**src/rtl/irq_accept_pkg.sv**
```systemverilog
// Package irq_accept_pkg
// Shared group codes and the decode rule used by the acceptor.
// Assumes group bits and modifier bits come straight from the register bank.
package irq_accept_pkg;

    typedef enum logic [1:0] {
        GRP_G0   = 2'd0,
        GRP_G1S  = 2'd1,
        GRP_G1NS = 2'd2,
        GRP_BAD  = 2'd3
    } grp_code_e;

    // Turns one group bit and one modifier bit into a group code
    function automatic logic [1:0] decode_group(input logic grp_bit,
                                                input logic mod_bit,
                                                input logic sec_off);
        if (grp_bit)
            return GRP_G1NS;
        else if (mod_bit && !sec_off)
            return GRP_G1S;
        else
            return GRP_G0;
    endfunction

endpackage

```
**src/rtl/irq_group_map.sv**
```systemverilog
// Module irq_group_map
// Combinational decode of each interrupt's configured group code.
// Assumes: with security disabled the modifier bit carries no meaning.
module irq_group_map
    import irq_accept_pkg::*;
#(
    parameter int NUM_IRQ = 32
) (
    input  logic [NUM_IRQ-1:0]      grp_bits,
    input  logic [NUM_IRQ-1:0]      mod_bits,
    input  logic                    sec_off,
    output logic [NUM_IRQ-1:0][1:0] grp_code
);

    for (genvar n = 0; n < NUM_IRQ; n++) begin : g_dec
        // Decode one interrupt's group code
        always_comb begin
            grp_code[n] = decode_group(grp_bits[n], mod_bits[n], sec_off);
        end
    end

endmodule

```
**src/rtl/ppi_line_tracker.sv**
```systemverilog
// Module ppi_line_tracker
// Keeps the last sampled level of each peripheral line and strobes a
// pending set for rising edges on edge-configured lines.
// Assumes: lines are already synchronous to clk.
module ppi_line_tracker #(
    parameter int NUM_LINE = 16
) (
    input  logic                clk,
    input  logic                rst_n,
    input  logic [NUM_LINE-1:0] line_in,
    input  logic [NUM_LINE-1:0] edge_cfg,
    output logic [NUM_LINE-1:0] level_q,
    output logic [NUM_LINE-1:0] pend_line
);

    logic [NUM_LINE-1:0] changed;
    logic [NUM_LINE-1:0] rise_edge;

    // Find lines whose level differs from the stored copy
    always_comb begin
        changed   = line_in ^ level_q;
        rise_edge = changed & line_in & edge_cfg;
    end

    // Store levels and register the rise strobes
    always_ff @(posedge clk) begin
        if (!rst_n) begin
            level_q   <= '0;
            pend_line <= '0;
        end else begin
            level_q   <= line_in;
            pend_line <= rise_edge;
        end
    end

    // stored level follows the line one clock later
    assert_level_follows_R1: assert property (@(posedge clk) disable iff (!rst_n)
        rst_n |=> (level_q == $past(line_in)));

    for (genvar i = 0; i < NUM_LINE; i++) begin : g_chk
        // edge-configured rising line strobes next cycle
        assert_rise_strobes_R2: assert property (@(posedge clk) disable iff (!rst_n)
            (rst_n && edge_cfg[i] && line_in[i] && !level_q[i]) |=> pend_line[i]);
        // level-configured line never strobes
        assert_level_quiet_R3: assert property (@(posedge clk) disable iff (!rst_n)
            (rst_n && !edge_cfg[i]) |=> !pend_line[i]);
        // the strobe lasts one cycle while the line stays high
        assert_single_pulse_R2: assert property (@(posedge clk) disable iff (!rst_n)
            (pend_line[i] && line_in[i]) |=> !pend_line[i]);
    end

endmodule

```
**src/rtl/sgi_admit.sv**
```systemverilog
// Module sgi_admit
// Filters one software interrupt request per clock by group and by the
// non-secure access level, and registers a one-hot pending strobe.
// Assumes: at most one request per cycle, ID already in range.
module sgi_admit
    import irq_accept_pkg::*;
#(
    parameter int NUM_SGI = 16,
    parameter int ACC_W   = 2,
    localparam int ID_W   = $clog2(NUM_SGI)
) (
    input  logic                      clk,
    input  logic                      rst_n,
    input  logic                      req_valid,
    input  logic [ID_W-1:0]           req_id,
    input  logic [1:0]                req_grp,
    input  logic                      req_ns,
    input  logic                      sec_off,
    input  logic [NUM_SGI-1:0][1:0]   cfg_code,
    input  logic [NUM_SGI*ACC_W-1:0]  access_vec,
    output logic [NUM_SGI-1:0]        pend_sgi
);

    logic [NUM_SGI-1:0][ACC_W-1:0] acc_lv;
    logic [1:0]       tgt_code;
    logic [ACC_W-1:0] tgt_acc;
    logic [1:0]       eff_grp;
    logic             grp_ok;
    logic             acc_ok;
    logic             accept;

    for (genvar n = 0; n < NUM_SGI; n++) begin : g_acc
        // Slice the access level belonging to interrupt n
        always_comb acc_lv[n] = access_vec[n*ACC_W +: ACC_W];
    end

    // Look up the target's configuration and decide acceptance
    always_comb begin
        tgt_code = cfg_code[req_id];
        tgt_acc  = acc_lv[req_id];
        eff_grp  = ((req_grp == GRP_G1S) && (tgt_code == GRP_G0)) ? 2'(GRP_G0) : req_grp;
        grp_ok   = (eff_grp == tgt_code);
        acc_ok   = 1'b1;
        if (req_ns && !sec_off) begin
            if (tgt_code == GRP_G0)
                acc_ok = (tgt_acc >= ACC_W'(1));
            else if (tgt_code == GRP_G1S)
                acc_ok = (tgt_acc >= ACC_W'(2));
        end
        accept = req_valid && grp_ok && acc_ok;
    end

    // Register the one-hot pending strobe
    always_ff @(posedge clk) begin
        if (!rst_n)
            pend_sgi <= '0;
        else if (accept)
            pend_sgi <= NUM_SGI'(1) << req_id;
        else
            pend_sgi <= '0;
    end

    // never more than one software ID strobed
    assert_one_sgi_R9: assert property (@(posedge clk) disable iff (!rst_n)
        $onehot0(pend_sgi));
    // no request, no strobe
    assert_idle_quiet_R9: assert property (@(posedge clk) disable iff (!rst_n)
        (rst_n && !req_valid) |=> (pend_sgi == '0));
    // group mismatch after remap is dropped
    assert_grp_drop_R6: assert property (@(posedge clk) disable iff (!rst_n)
        (rst_n && req_valid && (req_grp != tgt_code) &&
         !((req_grp == GRP_G1S) && (tgt_code == GRP_G0))) |=> (pend_sgi == '0));
    // non-secure access to secure group 1 needs level 2
    assert_acc_drop_R8: assert property (@(posedge clk) disable iff (!rst_n)
        (rst_n && req_valid && req_ns && !sec_off && (tgt_code == GRP_G1S) &&
         (acc_lv[req_id] < ACC_W'(2))) |=> (pend_sgi == '0));

endmodule

```
**src/rtl/ppi_sgi_acceptor.sv**
```systemverilog
// Module ppi_sgi_acceptor
// Top: merges peripheral-line edges and admitted software requests into
// one pending set mask; exports the stored line levels.
// Assumes: register bank ORs pend_set into its pending bitmap.
module ppi_sgi_acceptor
    import irq_accept_pkg::*;
#(
    parameter int NUM_SGI = 16,
    parameter int NUM_PPI = 16,
    parameter int ACC_W   = 2,
    localparam int NUM_IRQ = NUM_SGI + NUM_PPI,
    localparam int ID_W    = $clog2(NUM_SGI)
) (
    input  logic                     clk,
    input  logic                     rst_n,
    input  logic [NUM_PPI-1:0]       line_in,
    input  logic                     sgi_valid,
    input  logic [ID_W-1:0]          sgi_id,
    input  logic [1:0]               sgi_grp,
    input  logic                     sgi_ns,
    input  logic                     sec_disable,
    input  logic [NUM_IRQ-1:0]       cfg_group,
    input  logic [NUM_IRQ-1:0]       cfg_grpmod,
    input  logic [NUM_IRQ-1:0]       cfg_edge,
    input  logic [NUM_SGI*ACC_W-1:0] cfg_access,
    output logic [NUM_IRQ-1:0]       pend_set,
    output logic [NUM_PPI-1:0]       line_level
);

    logic [NUM_IRQ-1:0][1:0] grp_code;
    logic [NUM_SGI-1:0][1:0] sgi_code;
    logic [NUM_PPI-1:0]      pend_line;
    logic [NUM_SGI-1:0]      pend_sgi;

    irq_group_map #(.NUM_IRQ(NUM_IRQ)) u_map (
        .grp_bits (cfg_group),
        .mod_bits (cfg_grpmod),
        .sec_off  (sec_disable),
        .grp_code (grp_code)
    );

    // Keep only the software-interrupt group codes
    always_comb sgi_code = grp_code[NUM_SGI-1:0];

    ppi_line_tracker #(.NUM_LINE(NUM_PPI)) u_lines (
        .clk       (clk),
        .rst_n     (rst_n),
        .line_in   (line_in),
        .edge_cfg  (cfg_edge[NUM_IRQ-1:NUM_SGI]),
        .level_q   (line_level),
        .pend_line (pend_line)
    );

    sgi_admit #(.NUM_SGI(NUM_SGI), .ACC_W(ACC_W)) u_sgi (
        .clk        (clk),
        .rst_n      (rst_n),
        .req_valid  (sgi_valid),
        .req_id     (sgi_id),
        .req_grp    (sgi_grp),
        .req_ns     (sgi_ns),
        .sec_off    (sec_disable),
        .cfg_code   (sgi_code),
        .access_vec (cfg_access),
        .pend_sgi   (pend_sgi)
    );

    // Merge both sources into the pending set mask
    always_comb pend_set = {pend_line, pend_sgi};

    // reset clears every output
    assert_reset_clear_R10: assert property (@(posedge clk)
        !rst_n |=> ((pend_set == '0) && (line_level == '0)));

endmodule

```
**config.mk**
```make
export PLATFORM = sky130hd
export DESIGN_NAME = ppi_sgi_acceptor
export DESIGN_NICKNAME = d
export VERILOG_FILES = /design/src/rtl/irq_accept_pkg.sv /design/src/rtl/irq_group_map.sv /design/src/rtl/ppi_line_tracker.sv /design/src/rtl/sgi_admit.sv /design/src/rtl/ppi_sgi_acceptor.sv
export SDC_FILE = /design/constraint.sdc
export NUM_CORES = 1
export LEC_CHECK = 0
export BUFFER_PORTS_ARGS = -buffer_cell sky130_fd_sc_hd__buf_2
export CELL_PAD_IN_SITES_DETAIL_PLACEMENT = 0
export CELL_PAD_IN_SITES_GLOBAL_PLACEMENT = 1
export CORE_MARGIN = 4
export CORE_UTILIZATION = 26
export DETAILED_ROUTE_END_ITERATION = 10
export HOLD_SLACK_MARGIN = 0.15
export PLACE_DENSITY = 0.9
export SLEW_MARGIN = 40
export SYNTH_ARGS = -nofsm -noshare
export SYNTH_HDL_FRONTEND = slang
export SYNTH_SLANG_ARGS = --single-unit
```
**constraint.sdc**
```tcl
create_clock -name clk -period 4.68 [get_ports clk]
set_input_delay 0.468 -clock clk [delete_from_list [all_inputs] [get_ports clk]]
set_output_delay 0.468 -clock clk [all_outputs]
set_load 0.05 [all_outputs]
```
==> reports/qor.yml <==
criticalPathCategory: "input pin to flop"
grtUsageTotal_pct: 12.8
syn_area_per_cell_um2: 12.6
insertion_delay_ns: 0.29
start_kind: "input pin"
status: "finished, final reports clean"
drc_errors: 0
hp-class: "input pin to flop"
ios: 203
final_cell_mix: "154 x buf_2, 48 x dfxtp_1, 16 x and2_1, 16 x and3b_1"
netlist_instances: 156
grt_antenna_before_repair: 0
hpwlAfterDp_mm: 5.07
cts-root-buf: "clkbuf_8"
rows: 31
clk_pin_slew_worst_paths_ns: 0.08
cts_resized: 0
ir_worst_vdd_uv: 134
slew_headroom_pct: 64.2
finalCriticalPeriod_ns: 2.72
via_per_inst: 4.64
syn_to_final_growth_pct: 49.4
globalplace.congestion: 0.756
hold_buffers: 0
ant_nets: 0
cts_inserted_buffers: 5
path_max_fanout: 20
ys_types: 24
drt-total-wl_mm: 5.93
cts_num_sinks: 48
die_h_um: 95.0
die_w_um: 95.0
setup_viol: 0
tightest_slew_ns: 0.537
portBuffers: 154
start_util_pct: 27.0
power_per_cell_area_nw_per_um2: 319
nNetsFinal: 463
grt_pass1_wl_mm: 8.83
clockBufferDepth: 2
clock_skew_ns: 0.00518
insertedDiodeCount: 0
synth-async-reset-ratio_pct: 0
cts_tree: "done"
place_ws_ns: 1.61
max_freq_ghz: 0.367
htreeDepth: 2
arrival_ns: 2.89
ys.flop_type: "dfxtp_1"
tns_ns: 0
grt_max_degree: 21
final_common_cell: "buf_2"
fin_crit_sh_pct: 58.2
avgRoutedWirePerCell_um: 14.6
syn-cell-area_um2: 1970
core_region_area_um2: 7290
worst_slack_ns: 1.96
grt_pass1_vias: 1954
synth_enable_flop_cells: 0
cap_violations: 0
ys_seq_elements: 48
power.total_w: 0.000937
drt_iter0_markers: 61
final_layout_size_suffix_gt1_share_pct: 55.8
worst_ep_required_time_ns: 4.85
syn_nets: 311
yosysWarnings: 0
ys_seq_area_share_pct: 48.9
hold_viol_final: 0
fp.dieArea_um2: 9020
place_inst: 400
grt-ovfl-total: 0
end_kind: "flop"
layout.cells.non_filler: 407
postCtsSetupBuffers: 0
rsz0062_at_grt: "false"
maxSlewViolCount: 0
drtPass1Iterations: 4
leakagePower_nw: 1.48
fillers: 741
vias: 1889
==> cell usage after synthesis, types with 2 or more instances <==
| cell | number | area (um2) |
|---|---|---|
| and3b_1 | 16 | 140 |
| mux4_2 | 10 | 225 |
| a22oi_1 | 2 | 15.0 |
| nand2_1 | 8 | 30.0 |
| buf_6 | 2 | 22.5 |
| nand3_1 | 4 | 20.0 |
| and2_1 | 16 | 100 |
| nand2b_1 | 4 | 25.0 |
| nor3_1 | 2 | 10.0 |
| mux4_1 | 7 | 184 |
| nor4b_1 | 7 | 61.3 |
| buf_2 | 2 | 10.0 |
| nor2b_1 | 2 | 12.5 |
| nor2_1 | 5 | 18.8 |
| clkbuf_1 | 4 | 15.0 |
| dfxtp_1 | 48 | 961 |
| nor4_1 | 10 | 62.6 |
==> metrics by stage <==
step                area (um2)  util [%]  hold slack (ns)
floorplan                 1970         -            0.605
global placement          2810      38.5            0.504
detailed placement        2810      38.5            0.506
CTS                       2940      40.3            0.390
global route              2940      40.3            0.395
finish                    2940      40.3            0.402
==> sequential cells by signal, indices dropped and copies added, names as in the netlist <==
signal and flops:
u_lines.level_q 16, u_lines.pend_line 16, u_sgi.pend_sgi 16
==> area by class of cell <==
class / count / area, um2 / share of cell area, %
clock buffers: 5 / 68.8 / 2.34
inverters: 1 / 3.75 / 0.128
well taps: 99 / 124 / 4.21
flip-flops and latches: 48 / 961 / 32.7
repair buffers: 154 / 771 / 26.2
multi-input cells: 98 / 951 / 32.4
clock inverters: 2 / 60.1 / 2.04
==> worst max-delay path, cell delays in order <==
cell	delay (ns)
buf_2	0.43
mux4_1	0.65
mux4_2	0.50
nor2_1	0.11
o21ai_1	0.09
o22a_4	0.29
nor4_1	0.35
==> worst paths after layout <==
check,from,endpoint,slack (ns),cells after the start
worst min register to register,u_lines.level_q[11],u_lines.pend_line[11],0.52,1
worst max register to register,u_lines.level_q[4],u_lines.pend_line[4],4.05,1
worst max-delay path,sgi_id[0],u_sgi.pend_sgi[5],1.96,7
worst min-delay path,line_in[6],u_lines.level_q[6],0.40,2
==> per-layer routing <==
layer / global-route usage, % / share of wire [%]
met1: 14.0 / 38
met2: 22.9 / 45
met4: 5.41 / 2.0
met5: 0 / 0
met3: 3.67 / 15
==> where the power goes <==
group | switching, W | total, W | internal, W
sequential | 0.00000418 | 0.000425 | 0.000421
combinational | 0.000101 | 0.000180 | 0.0000787
clock | 0.000122 | 0.000332 | 0.000210
total | 0.000227 | 0.000937 | 0.000710
==> cells by family (layout without fill, tap and decap cells) <==
family	Yosys count	after routing	share of synthesized area, %
flops	48	48	48.9
mux	17	17	20.8
simple gates	75	75	24.9
compound gates	6	6	2.61
buf+inv	10	162	2.80
Power figures use the tool's default switching activity.
